[config.mk]
export PLATFORM = sky130hd
export DESIGN_NAME = rmii_rx_recover
export DESIGN_NICKNAME = d
export VERILOG_FILES = /design/src/rtl/rmii_rx_pkg.sv /design/src/rtl/rmii_rx_sampler.sv /design/src/rtl/rmii_rx_split.sv /design/src/rtl/rmii_rx_packer.sv /design/src/rtl/rmii_rx_recover.sv
export SDC_FILE = /design/constraint.sdc
export NUM_CORES = 1
export LEC_CHECK = 0
export BUFFER_PORTS_ARGS = -buffer_cell sky130_fd_sc_hd__buf_2
export CORE_MARGIN = 2
export CORE_UTILIZATION = 35
export CTS_BUF_LIST = sky130_fd_sc_hd__clkbuf_4
export CTS_CLUSTER_SIZE = 28
export DETAILED_ROUTE_END_ITERATION = 10
export GPL_ROUTABILITY_DRIVEN = 0
export PLACE_DENSITY = 0.59
export SLEW_MARGIN = 20
export SYNTH_ARGS = -nofsm -noshare
export SYNTH_HDL_FRONTEND = slang
export SYNTH_HIERARCHICAL = 1
export SYNTH_SLANG_ARGS = --single-unit
[constraint.sdc]
create_clock -name clk -period 1.85 [get_ports clk]
set_input_delay 0.37 -clock clk [delete_from_list [all_inputs] [get_ports clk]]
set_output_delay 0.37 -clock clk [all_outputs]
set_load 0.005 [all_outputs]
[src/rtl/rmii_rx_pkg.sv]
package rmii_rx_pkg;
  localparam int SYM_W       = 2;
  localparam int OCTET_W     = 8;
  localparam int SYM_PER_OCT = OCTET_W / SYM_W;

  typedef enum logic [1:0] {
    LINK_IDLE = 2'd0,
    LINK_WAIT = 2'd1,
    LINK_DATA = 2'd2
  } link_state_e;

  // A symbol carries payload once it is nonzero (zeros precede decoding).
  function automatic logic sym_is_payload(input logic [SYM_W-1:0] s);
    return s != '0;
  endfunction

  // Wrapping divider count.
  function automatic int unsigned wrap_inc(input int unsigned v, input int unsigned lim);
    return (v == lim - 1) ? 0 : v + 1;
  endfunction
endpackage

[src/rtl/rmii_rx_sampler.sv]
module rmii_rx_sampler #(
  parameter int SLOW_DIV = 10,
  parameter int SLOW_MID = 5
) (
  input  logic clk,
  input  logic rst_n,
  input  logic speed_100,
  input  logic line_hi,
  input  logic busy,
  output logic smp
);
  import rmii_rx_pkg::*;
  localparam int CNT_W = $clog2(SLOW_DIV);

  logic [CNT_W-1:0] cnt_q;
  logic             hold_zero;

  assign hold_zero = !busy && !line_hi;
  assign smp       = speed_100 ? 1'b1 : (cnt_q == CNT_W'(SLOW_MID));

  always_ff @(posedge clk) begin
    if (!rst_n || hold_zero) cnt_q <= '0;
    else                     cnt_q <= CNT_W'(wrap_inc(int'(cnt_q), SLOW_DIV));
  end

  assert_slow_spacing_R7: assert property (@(posedge clk) disable iff (!rst_n)
    (!speed_100 && smp) |=> !smp);
endmodule

[src/rtl/rmii_rx_split.sv]
module rmii_rx_split (
  input  logic       clk,
  input  logic       rst_n,
  input  logic       smp,
  input  logic       cs_valid_in,
  input  logic [1:0] rx_dibit,
  output logic       carrier_sense,
  output logic       data_valid,
  output logic       busy,
  output logic       ev_first,
  output logic       ev_second,
  output logic       ev_drop
);
  import rmii_rx_pkg::*;

  link_state_e st_q;
  logic        ph_q;      // 0: next data sample is a nibble's first symbol
  logic        low_q;     // line was low on this nibble's first symbol
  logic        payload;
  logic        starting;
  logic        in_data;

  assign payload  = sym_is_payload(rx_dibit);
  assign in_data  = (st_q == LINK_DATA);
  assign starting = smp && !in_data && (st_q == LINK_IDLE || st_q == LINK_WAIT)
                    && cs_valid_in && payload;
  assign ev_first  = starting || (smp && in_data && !ph_q);
  assign ev_drop   = smp && in_data && ph_q && low_q && !cs_valid_in;
  assign ev_second = smp && in_data && ph_q && !ev_drop;
  assign busy      = (st_q != LINK_IDLE);

  always_ff @(posedge clk) begin
    if (!rst_n) begin
      st_q          <= LINK_IDLE;
      ph_q          <= 1'b0;
      low_q         <= 1'b0;
      carrier_sense <= 1'b0;
      data_valid    <= 1'b0;
    end else if (smp) begin
      unique case (st_q)
        LINK_IDLE, LINK_WAIT: begin
          if (!cs_valid_in) begin
            st_q          <= LINK_IDLE;
            carrier_sense <= 1'b0;
          end else begin
            carrier_sense <= 1'b1;
            if (payload) begin
              st_q       <= LINK_DATA;
              data_valid <= 1'b1;
              ph_q       <= 1'b1;
              low_q      <= 1'b0;
            end else begin
              st_q <= LINK_WAIT;
            end
          end
        end
        LINK_DATA: begin
          if (!ph_q) begin
            ph_q  <= 1'b1;
            low_q <= !cs_valid_in;
            if (!cs_valid_in) carrier_sense <= 1'b0;
          end else begin
            ph_q <= 1'b0;
            if (ev_drop) begin
              st_q          <= LINK_IDLE;
              data_valid    <= 1'b0;
              carrier_sense <= 1'b0;
            end
          end
        end
        default: st_q <= LINK_IDLE;
      endcase
    end
  end

  assert_crs_rise_R3: assert property (@(posedge clk) disable iff (!rst_n)
    $rose(carrier_sense) |-> $past(cs_valid_in));
  assert_dv_rise_nonzero_R2: assert property (@(posedge clk) disable iff (!rst_n)
    $rose(data_valid) |-> $past(rx_dibit != 2'b00));
  assert_dv_fall_line_low_R4: assert property (@(posedge clk) disable iff (!rst_n)
    $fell(data_valid) |-> ($past(!cs_valid_in) && !carrier_sense));
  assert_events_exclusive_R4: assert property (@(posedge clk) disable iff (!rst_n)
    $onehot0({ev_first, ev_second, ev_drop}));
endmodule

[src/rtl/rmii_rx_packer.sv]
module rmii_rx_packer #(
  parameter int SYM_W   = 2,
  parameter int OCTET_W = 8
) (
  input  logic               clk,
  input  logic               rst_n,
  input  logic               ev_first,
  input  logic               ev_second,
  input  logic               ev_drop,
  input  logic [SYM_W-1:0]   rx_dibit,
  input  logic               rx_err_in,
  output logic [OCTET_W-1:0] rx_byte,
  output logic               byte_valid,
  output logic               byte_err
);
  localparam int NIB_W = 2 * SYM_W;

  logic [SYM_W-1:0] held_q;
  logic [NIB_W-1:0] low_nib_q;
  logic             half_q;
  logic             err_q;
  logic [NIB_W-1:0] cur_nib;
  logic             err_now;

  assign cur_nib = {rx_dibit, held_q};
  assign err_now = err_q || rx_err_in;

  always_ff @(posedge clk) begin
    if (!rst_n) begin
      held_q     <= '0;
      low_nib_q  <= '0;
      half_q     <= 1'b0;
      err_q      <= 1'b0;
      rx_byte    <= '0;
      byte_valid <= 1'b0;
      byte_err   <= 1'b0;
    end else begin
      byte_valid <= 1'b0;
      byte_err   <= 1'b0;
      if (ev_drop) begin
        half_q <= 1'b0;
        err_q  <= 1'b0;
      end else if (ev_first) begin
        held_q <= rx_dibit;
        err_q  <= err_now;
      end else if (ev_second) begin
        if (!half_q) begin
          low_nib_q <= cur_nib;
          half_q    <= 1'b1;
          err_q     <= err_now;
        end else begin
          rx_byte    <= {cur_nib, low_nib_q};
          byte_valid <= 1'b1;
          byte_err   <= err_now;
          half_q     <= 1'b0;
          err_q      <= 1'b0;
        end
      end
    end
  end

  assert_strobe_single_R1: assert property (@(posedge clk) disable iff (!rst_n)
    byte_valid |=> !byte_valid);
  assert_err_with_strobe_R8: assert property (@(posedge clk) disable iff (!rst_n)
    byte_err |-> byte_valid);
endmodule

[src/rtl/rmii_rx_recover.sv]
module rmii_rx_recover #(
  parameter int SLOW_DIV = 10,
  parameter int SLOW_MID = 5
) (
  input  logic       clk,
  input  logic       rst_n,
  input  logic       speed_100,
  input  logic       cs_valid_in,
  input  logic [1:0] rx_dibit,
  input  logic       rx_err_in,
  output logic       carrier_sense,
  output logic       data_valid,
  output logic [7:0] rx_byte,
  output logic       byte_valid,
  output logic       byte_err
);
  import rmii_rx_pkg::*;

  logic smp, busy, ev_first, ev_second, ev_drop;

  rmii_rx_sampler #(.SLOW_DIV(SLOW_DIV), .SLOW_MID(SLOW_MID)) u_smp (
    .clk(clk), .rst_n(rst_n), .speed_100(speed_100),
    .line_hi(cs_valid_in), .busy(busy), .smp(smp));

  rmii_rx_split u_split (
    .clk(clk), .rst_n(rst_n), .smp(smp), .cs_valid_in(cs_valid_in),
    .rx_dibit(rx_dibit), .carrier_sense(carrier_sense), .data_valid(data_valid),
    .busy(busy), .ev_first(ev_first), .ev_second(ev_second), .ev_drop(ev_drop));

  rmii_rx_packer #(.SYM_W(SYM_W), .OCTET_W(OCTET_W)) u_pack (
    .clk(clk), .rst_n(rst_n), .ev_first(ev_first), .ev_second(ev_second),
    .ev_drop(ev_drop), .rx_dibit(rx_dibit), .rx_err_in(rx_err_in),
    .rx_byte(rx_byte), .byte_valid(byte_valid), .byte_err(byte_err));

  assert_strobe_inside_dv_R4: assert property (@(posedge clk) disable iff (!rst_n)
    byte_valid |-> data_valid);
endmodule

==> results of run 1 <==
## cells in the final DEF (no fill, tap or decap), types with 2 or more instances in the layout
cell type / instances
nand3b_1: 2
a21oi_1: 2
o21ai_2: 8
nand3_2: 4
mux2i_1: 8
dfxtp_2: 2
nor2_1: 9
inv_2: 2
nand3_1: 6
buf_4: 24
nor2b_1: 3
clkbuf_4: 3
inv_1: 2
dfxtp_1: 26
o21a_1: 2
buf_2: 19
nand2_1: 11
## worst max-delay path, delay by kind of cell, from the launching register on
family	cells	cell delay, ns
and+or+nand+nor	5	0.80
AOI/OAI and AO/OA	2	0.19
buffers and inverters	4	0.53
adders and majority gates	1	0.13
DFF	1	0.35
## state kept, by name, indices dropped and copies added, names as in the netlist, 2 cells and up
signal and count:
u_pack/rx_byte 8, u_pack/low_nib_q 4, u_smp/cnt_q 4, u_pack/held_q 2, u_split/st_q 2
## how the worst max path moves through the flow
stage                              start                  end  slack [ns]  cells after the start
after global routing      u_smp/cnt_q[1]  u_pack/low_nib_q[1]       -0.30                     11
after detailed placement  u_smp/cnt_q[1]    u_pack/rx_byte[0]       -0.13                     12
after CTS                 u_smp/cnt_q[1]  u_pack/low_nib_q[0]       -0.16                     11
after floorplan           u_smp/cnt_q[0]    u_pack/rx_byte[1]       -0.07                     11
final                     u_smp/cnt_q[1]    u_pack/rx_byte[5]       -0.22                     12
after global placement    u_smp/cnt_q[1]     u_pack/held_q[1]       -0.04                     11
## routing by layer
| layer | global-route usage (%) | vias up |
|---|---|---|
| met5 | 0 | - |
| met4 | 4.08 | 0 |
| met3 | 4.29 | 4 |
| met2 | 22.7 | 22 |
| met1 | 16.5 | 481 |
| li1 | - | 509 |
## power by group
group	switching [mW]	internal [mW]	total, mW
clock network	0.187	0.219	0.406
registers	0.0132	0.619	0.632
logic	0.0602	0.0594	0.120
## logic make-up (layout without fill, tap and decap cells)
family	after synthesis	after routing	synth area share, %
AOI/OAI and AO/OA	22	22	14.5
xor gates and xnor gates	3	3	2.13
adders and majority gates	2	2	2.03
buffers and inverters	9	53	5.18
DFF	28	28	45.5
muxes	8	8	6.50
and+or+nand+nor	49	49	24.1
## repair_timing
item	CTS	global route
endpoints found under the setup margin	18	18
gates cloned	1	1
setup buffers	5	6
pin swaps	2	9
hold buffers	0	0
gates resized for setup	1	5
## cell type report
cell class              instances  share of cell area, %
multi-input cells              84                   39.3
flip-flops and latches         28                   34.2
repair buffers                 45                   18.9
well taps                      46                   3.49
clock inverters                 1                   1.82
clock buffers                   3                   1.37
inverters                       4                  0.911
==> impl_metrics.env, run 1 <==
export IMPL_dpl_cell_area_um2=1480
export IMPL_nFillCells=351
export IMPL_drtAntennaViolNets=0
export IMPL_die_h_um=63.3
export IMPL_die_area_um2=4010
export IMPL_drc_errors=0
export IMPL_wl_met3_um=122
export IMPL_fin_ws_ns=-0.218
export IMPL_r2r_slack_ns=-0.22
export IMPL_multiInputGateArea_um2=648
export IMPL_io_pins=19
export IMPL_worstPathRequired_ns=2.10
export IMPL_hpwl_um=1660
export IMPL_grt_max_degree=28
export IMPL_top_layer="met4"
export IMPL_syn_nets=130
export IMPL_violations="negative setup slack"
export IMPL_fin_cells=211
export IMPL_viasPerCell=4.82
export IMPL_wire_per_inst_um=12.4
export IMPL_holdWs_ns=0.238
export IMPL_period_share_pct=112
export IMPL_start_util_pct=36.6
export IMPL_end_kind="flop"
export IMPL_r2r_start="u_smp/cnt_q[1]"
export IMPL_crit_type="flop to flop"
export IMPL_fmax_mhz=484
export IMPL_synthToLayoutAreaGrowth_pct=33.8
export IMPL_dr_wl_met2_um=1320
export IMPL_hp_class="input port to flop"
export IMPL_yosysWarnings=6
export IMPL_path_common_cell="buf_4"
export IMPL_seqCellArea_um2=563
export IMPL_track_usage_pct=13.5
export IMPL_clk_latency_ns=0.33
export IMPL_root_buffer="clkbuf_4"
export IMPL_avgSynthCellArea_um2=10.2
export IMPL_worstMarginPinSlew_ns=0.496
export IMPL_netlist_top_cells_count="28 x dfxtp_1, 12 x nand2_1, 10 x nor2_1"
export IMPL_cts_buffer_depth=2
export IMPL_min_delay_start="rx_err_in"
export IMPL_async_flop_share_pct=0
export IMPL_setup_tns_ns=-3.07
export IMPL_ys_seq_area_share_pct=45.5
export IMPL_maxCapViolations=0
export IMPL_hold_depth=2
export IMPL_ir_worst_vdd_v=0.000526
export IMPL_finalHoldViolations=0
export IMPL_finalNetCount=175
export IMPL_cts_max_level=1
export IMPL_max_slew_margin_rel_pct=67.0
export IMPL_reg2regPathDepth=12
export IMPL_power_mw=1.16
export IMPL_setup_viol=18
export IMPL_start_kind="flop"
export IMPL_whs_endpoint="u_pack/byte_err"
export IMPL_antenna_found_initial=0
export IMPL_gr_total_overflow=0
export IMPL_grt_pass1_vias=957
export IMPL_max_stage_delay_ns=0.35
export IMPL_skew_ns=0.00241
export IMPL_p_leak_nw=0.697
export IMPL_final_cell_area_um2=1650
export IMPL_cts_tree="yes"
export IMPL_dr_pass1_iters=4
export IMPL_synth_area_um2=1230
export IMPL_r2r_end="u_pack/rx_byte[5]"
export IMPL_drt_met1_wl_um=1150
export IMPL_route_vias_total=1016
export IMPL_fp_coreArea_um2=3360
export IMPL_rows=21
export IMPL_clk_pin_slew_ns=0.15
export IMPL_final_layout_size_suffix_gt1_share_pct=46.7
export IMPL_p_per_area_nw_per_um2=703
export IMPL_synth_top_cell_area_share_pct=45.5
export IMPL_cts_buffers=3
export IMPL_path_cells="inv_2 > ha_4 > nand2_2 > o21bai_1 > buf_4 > nand4b_1 > nor3_4 > nor2_2 > nand4bb_1 > buf_4 > clkbuf_16 > o21ai_2"
export IMPL_cp_slowest_cell="dfxtp_2"
export IMPL_synth_distinct_cells=42
export IMPL_final_min_clock_period_ns=2.07
export IMPL_path_max_fanout=8
export IMPL_diodes=0
export IMPL_synth_edff_count=0
export IMPL_grt_first_pass_wirelength_um=4310
export IMPL_rsz0062_at_grt="true"
export IMPL_final_util_pct=49.0
export IMPL_port_buffers=18
export IMPL_drt_iter0_drc=52
export IMPL_routed_wl_um=2630
export IMPL_cts_sinks=28
export IMPL_synthTopCellsByArea="dfxtp_1 46%, mux2i_1 6.5%, o21ai_2 5.7%"
export IMPL_synth_top_area_cell="dfxtp_1"
export IMPL_synth_cells=121
export IMPL_status="finished with violations"
export IMPL_yosys_most_used_dff="dfxtp_1"
export IMPL_synth_seq_cells=28
export IMPL_synthMostInstantiatedCell="dfxtp_1"
export IMPL_place_inst=195
export IMPL_place_ws_ns=-0.126
export IMPL_die_w_um=63.3
export IMPL_arrival_ns=2.32
export IMPL_slew_violations=0
No activity file was read; power rests on OpenSTA's default activity.
==> run 2, diff against run 1 <==
==> constraint.sdc (replaced) <==
create_clock -name clk -period 1.85 [get_ports clk]
set_input_delay 0.37 -clock clk [delete_from_list [all_inputs] [get_ports clk]]
set_output_delay 0.37 -clock clk [all_outputs]
set_load 0.05 [all_outputs]
==> run 2 against run 1 <==
Net effect:
- the flow still finishes with violations (negative setup slack)
- final cell count shrank 5.2%
- combinational power grew 7%
- maximum frequency grew 8.3%
- clock-buffer cell count is the same
- sequential share of layout area grew 0.91 points
- critical path type unchanged
==> impl_metrics.env, run 2 (same netlist as run 1, synthesis figures left out) <==
export IMPL_min_delay_start="rx_err_in"
export IMPL_synthToLayoutAreaGrowth_pct=30.4
export IMPL_reg_top3="u_pack/rx_byte x8, u_pack/low_nib_q x4, u_smp/cnt_q x4"
export IMPL_setup_viol=11
export IMPL_nFillCells=334
export IMPL_largest_reg_flops=8
export IMPL_violations="negative setup slack"
export IMPL_clk_latency_ns=0.33
export IMPL_reg2regPathDepth=10
export IMPL_final_layout_size_suffix_gt1_share_pct=46.1
export IMPL_start_util_pct=36.6
export IMPL_max_stage_delay_ns=0.36
export IMPL_cts_sinks=28
export IMPL_hpwl_um=1750
export IMPL_viasPerCell=5.01
export IMPL_die_h_um=63.3
export IMPL_io_pins=19
export IMPL_grt_max_degree=19
export IMPL_grt_pass1_vias=1022
export IMPL_root_buffer="clkbuf_4"
export IMPL_drc_errors=0
export IMPL_final_cell_mix="26 x dfxtp_1, 18 x buf_2, 13 x buf_4"
export IMPL_cts_max_level=1
export IMPL_p_leak_nw=0.657
export IMPL_dr_pass1_iters=4
export IMPL_holdWs_ns=0.247
export IMPL_skew_ns=0.00655
export IMPL_final_min_clock_period_ns=1.91
export IMPL_end_kind="flop"
export IMPL_endpoint="u_pack/low_nib_q[1]"
export IMPL_multiInputGateArea_um2=687
export IMPL_worstMarginPinSlew_ns=0.388
export IMPL_crit_type="flop to flop"
export IMPL_rsz0062_at_grt="true"
export IMPL_antenna_found_initial=0
export IMPL_maxCapViolations=0
export IMPL_dpl_cell_area_um2=1450
export IMPL_p_per_area_nw_per_um2=722
export IMPL_clk_pin_slew_ns=0.15
export IMPL_critPathBufInv=1
export IMPL_routed_wl_um=2550
export IMPL_die_area_um2=4010
export IMPL_r2r_end="u_pack/low_nib_q[1]"
export IMPL_final_cell_area_um2=1610
export IMPL_die_w_um=63.3
export IMPL_cts_buffer_depth=2
export IMPL_worst_path_stages=10
export IMPL_drt_iter0_drc=31
export IMPL_grt_first_pass_wirelength_um=4280
export IMPL_path_max_fanout=4
export IMPL_wire_per_inst_um=12.7
export IMPL_fin_ws_ns=-0.0595
export IMPL_slew_violations=0
export IMPL_cp_top_family="simple AND/OR/NAND/NOR gates"
export IMPL_cp_slowest_cell="dfxtp_2"
export IMPL_power_mw=1.16
export IMPL_max_slew_margin_rel_pct=74.1
export IMPL_arrival_ns=2.18
export IMPL_cts_buffers=3
export IMPL_place_ws_ns=-0.129
export IMPL_fmax_mhz=524
export IMPL_worstPathRequired_ns=2.12
export IMPL_period_share_pct=103
export IMPL_hp_class="input port to flop"
export IMPL_ir_worst_vdd_v=0.000505
export IMPL_fp_coreArea_um2=3360
export IMPL_drtAntennaViolNets=0
export IMPL_start_kind="flop"
export IMPL_top_register="u_pack/rx_byte"
export IMPL_route_vias_total=1002
export IMPL_status="finished with violations"
export IMPL_path_cells="inv_2 > ha_4 > nand2_4 > o21bai_4 > nand4b_1 > nor3_4 > nor2_2 > nor2b_4 > nor3b_4 > mux2i_1"
export IMPL_track_usage_pct=13.5
export IMPL_cts_tree="yes"
export IMPL_finalNetCount=164
export IMPL_final_common_cell="dfxtp_1"
export IMPL_r2r_slack_ns=-0.06
export IMPL_finalHoldViolations=0
export IMPL_startpoint="u_smp/cnt_q[1]"
export IMPL_diodes=0
export IMPL_gr_total_overflow=0
export IMPL_r2r_start="u_smp/cnt_q[1]"
export IMPL_rows=21
export IMPL_port_buffers=18
export IMPL_seqCellArea_um2=563
==> run 2: cell types whose count changed in the layout (fill, tap and decap cells not counted), sizes merged <==
cell    delta
buf       -10
clkbuf     -1
==> run 2: metrics by stage <==
step                      setup TNS (ns)  cells  util [%]
final                             -0.294    200      47.7
after global routing               -2.27    200      47.7
after CTS                         -0.289    201      47.5
after detailed placement           -1.29    191      43.1
after global placement            -0.197    191      43.1
after floorplan                   -0.108    121         -
==> run 2: worst min-delay path by stage <==
| stage | endpoint | slack, ns | cells after the start |
|---|---|---|---|
| 3_3_place_gp | u_pack/rx_byte[1] | 0.44 | 2 |
| 5_1_grt | u_pack/byte_err | 0.23 | 2 |
| 3_5_place_dp | u_pack/rx_byte[1] | 0.44 | 2 |
| 4_1_cts | u_pack/byte_err | 0.24 | 2 |
| 2_1_floorplan | u_pack/byte_err | 0.44 | 1 |
| 6_report | u_pack/byte_err | 0.25 | 2 |
==> run 2: where the power goes <==
group / switching (mW) / internal, mW / leakage [nW] / total, mW
Sequential: 0.0129 / 0.619 / 0.228 / 0.632
Clock: 0.180 / 0.219 / 0.0279 / 0.399
Combinational: 0.0732 / 0.0546 / 0.401 / 0.128
==> run 2: layout make-up <==
cell class / instances / area share (%)
Multi-Input combinational cell: 84 / 42.8
Sequential cell: 28 / 35.1
Timing Repair Buffer: 34 / 14.3
Tap cell: 46 / 3.59
Clock inverter: 1 / 1.87
Clock buffer: 3 / 1.40
Inverter: 4 / 0.935
==> run 2: routing by layer <==
| metal | vias up | track usage, % | wire length (um) |
|---|---|---|---|
| li1 | 488 | - | - |
| met2 | 36 | 23.9 | 1290 |
| met3 | 4 | 3.93 | 140 |
| met1 | 474 | 15.3 | 1090 |
| met4 | 0 | 5.16 | 23 |
| met5 | - | 0 | 0 |
==> run 2: repair_timing <==
action	4_1_cts	5_1_grt
hold buffers	0	0
setup buffers	6	1
endpoints found under the setup margin	18	19
pin swaps	4	5
gates resized for setup	11	3
==> run 2: worst register-to-register path, cell delays in order, from the launching register on <==
cell      delay [ns]
dfxtp_2         0.36
inv_2           0.04
ha_4            0.16
nand2_4         0.07
o21bai_4        0.09
nand4b_1        0.18
nor3_4          0.07
nor2_2          0.14
nor2b_4         0.19
nor3b_4         0.33
mux2i_1         0.23
==> run 3, diff against run 2 <==
--- a/config.mk
+++ b/config.mk
@@ -7,12 +7,11 @@
 export LEC_CHECK = 0
 export BUFFER_PORTS_ARGS = -buffer_cell sky130_fd_sc_hd__buf_2
 export CORE_MARGIN = 2
-export CORE_UTILIZATION = 35
-export CTS_BUF_LIST = sky130_fd_sc_hd__clkbuf_4
+export CORE_UTILIZATION = 49
+export CTS_BUF_LIST = sky130_fd_sc_hd__clkbuf_8 sky130_fd_sc_hd__clkbuf_16
 export CTS_CLUSTER_SIZE = 28
 export DETAILED_ROUTE_END_ITERATION = 10
-export GPL_ROUTABILITY_DRIVEN = 0
-export PLACE_DENSITY = 0.59
+export PLACE_DENSITY = 0.76
 export SLEW_MARGIN = 20
 export SYNTH_ARGS = -nofsm -noshare
 export SYNTH_HDL_FRONTEND = slang
==> run 3 against run 2 <==
Net effect:
- the run still ends with negative setup slack left
- final cell count down 8.5%
- first-iteration DRC count down 68%
- clock power up 22%
==> impl_metrics.env, run 3 (same netlist as run 1, synthesis figures left out) <==
export IMPL_setup_tns_ns=-0.736
export IMPL_drtAntennaViolNets=0
export IMPL_cts_buffers=3
export IMPL_cp_slowest_cell="dfxtp_2"
export IMPL_synthToLayoutAreaGrowth_pct=26.3
export IMPL_final_common_cell="dfxtp_1"
export IMPL_nFillCells=193
export IMPL_finalHoldViolations=0
export IMPL_diodes=0
export IMPL_route_vias_total=965
export IMPL_cts_sinks=28
export IMPL_die_h_um=54.1
export IMPL_antenna_found_initial=0
export IMPL_p_leak_nw=0.642
export IMPL_cts_buffer_depth=2
export IMPL_root_buffer="clkbuf_8"
export IMPL_final_cell_mix="26 x dfxtp_1, 18 x buf_2, 12 x buf_4"
export IMPL_hpwl_um=1640
export IMPL_slew_violations=0
export IMPL_grt_pass1_vias=886
export IMPL_cts_tree="yes"
export IMPL_top_register="u_pack/rx_byte"
export IMPL_max_slew_margin_rel_pct=68.6
export IMPL_power_mw=1.24
export IMPL_hp_class="input port to flop"
export IMPL_port_buffers=18
export IMPL_die_w_um=54.1
export IMPL_die_area_um2=2930
export IMPL_max_stage_delay_ns=0.35
export IMPL_worstMarginPinSlew_ns=0.471
export IMPL_arrival_ns=2.16
export IMPL_fp_coreArea_um2=2430
export IMPL_ir_worst_vdd_v=0.000515
export IMPL_crit_type="flop to flop"
export IMPL_viasPerCell=5.27
export IMPL_dr_pass1_iters=4
export IMPL_end_kind="flop"
export IMPL_largest_reg_flops=8
export IMPL_start_util_pct=50.6
export IMPL_gp_congestion=0.852
export IMPL_rows=18
export IMPL_period_share_pct=105
export IMPL_maxCapViolations=0
export IMPL_fin_ws_ns=-0.0944
export IMPL_wire_per_inst_um=13.1
export IMPL_rsz0062_at_grt="true"
export IMPL_drt_iter0_drc=10
export IMPL_grt_max_degree=28
export IMPL_fmax_mhz=514
export IMPL_clk_pin_slew_ns=0.10
export IMPL_skew_ns=0.00796
export IMPL_setup_viol=13
export IMPL_hold_buffers=0
export IMPL_gr_total_overflow=0
export IMPL_worstPathRequired_ns=2.06
export IMPL_path_max_fanout=5
export IMPL_holdWs_ns=0.337
export IMPL_reg_top3="u_pack/rx_byte x8, u_pack/low_nib_q x4, u_smp/cnt_q x4"
export IMPL_clk_latency_ns=0.28
export IMPL_routed_wl_um=2400
export IMPL_start_kind="flop"
export IMPL_grt_first_pass_wirelength_um=3740
export IMPL_path_cells="inv_2 > ha_4 > nand2_2 > o21bai_1 > buf_4 > nand4b_1 > nor3_4 > nor2_2 > nor2b_4 > nor3b_4 > mux2i_1"
export IMPL_cts_max_level=1
export IMPL_track_usage_pct=18.0
export IMPL_status="finished with violations"
export IMPL_drc_errors=0
export IMPL_io_pins=19
export IMPL_final_min_clock_period_ns=1.94
export IMPL_final_layout_size_suffix_gt1_share_pct=41.8
export IMPL_p_per_area_nw_per_um2=797
export IMPL_finalNetCount=163
export IMPL_violations="negative setup slack"
==> run 3: through the flow <==
step	utilization, %	setup slack [ns]	std cells	cell area, um2
after floorplan	-	-0.0500	121	1250
after global placement	58.1	-0.0241	173	1410
after detailed placement	58.1	-0.0961	173	1410
after CTS	63.5	-0.101	183	1540
after global routing	63.9	-0.249	183	1560
final	63.9	-0.0944	183	1560
==> run 3: path summary, 6_finish.rpt <==
check | from | end | slack (ns) | depth (start not counted)
worst max-delay path | u_smp/cnt_q[1] | u_pack/low_nib_q[0] | -0.09 | 11
worst min-delay path | rx_err_in | u_pack/byte_err | 0.34 | 2
worst min register to register | u_pack/rx_byte[5] | u_pack/rx_byte[5] | 0.47 | 2
worst max register to register | u_smp/cnt_q[1] | u_pack/low_nib_q[0] | -0.09 | 11
==> run 3: metal layers <==
metal / share of wire, % / track usage (%)
met1: 43 / 20.4
met2: 51 / 32.3
met3: 3.8 / 2.50
met4: 1.9 / 9.17
met5: 0 / 0
==> run 3: final cells by class <==
type	instances	area, um2	area share [%]
Tap cell	30	37.5	2.41
Clock buffer	3	41.3	2.65
Timing Repair Buffer	33	223	14.3
Inverter	4	15.0	0.965
Clock inverter	1	30.0	1.93
Multi-Input combinational cell	84	646	41.5
Sequential cell	28	563	36.2
==> run 3: worst max-delay path: cells and delay by family, from the launching register on <==
family | cells | cell delay [ns]
buffers and inverters | 2 | 0.19
adders and majority gates | 1 | 0.15
DFF | 1 | 0.35
AOI/OAI and AO/OA | 1 | 0.05
and+or+nand+nor | 6 | 0.91
muxes | 1 | 0.21
==> run 3: power by group <==
| part | switching [mW] | leakage, nW | internal (mW) | total, mW |
|---|---|---|---|---|
| logic | 0.0706 | 0.378 | 0.0528 | 0.123 |
| registers | 0.0116 | 0.228 | 0.618 | 0.630 |
| clock network | 0.196 | 0.0357 | 0.290 | 0.486 |
==> run 3: repair_timing <==
| item | CTS | global route |
|---|---|---|
| gates cloned | 0 | 0 |
| pin swaps | 4 | 1 |
| resized for setup | 4 | 2 |
| setup endpoints to repair | 14 | 19 |
| buffers inserted | 6 | 4 |
| hold endpoints to repair | 0 | 0 |
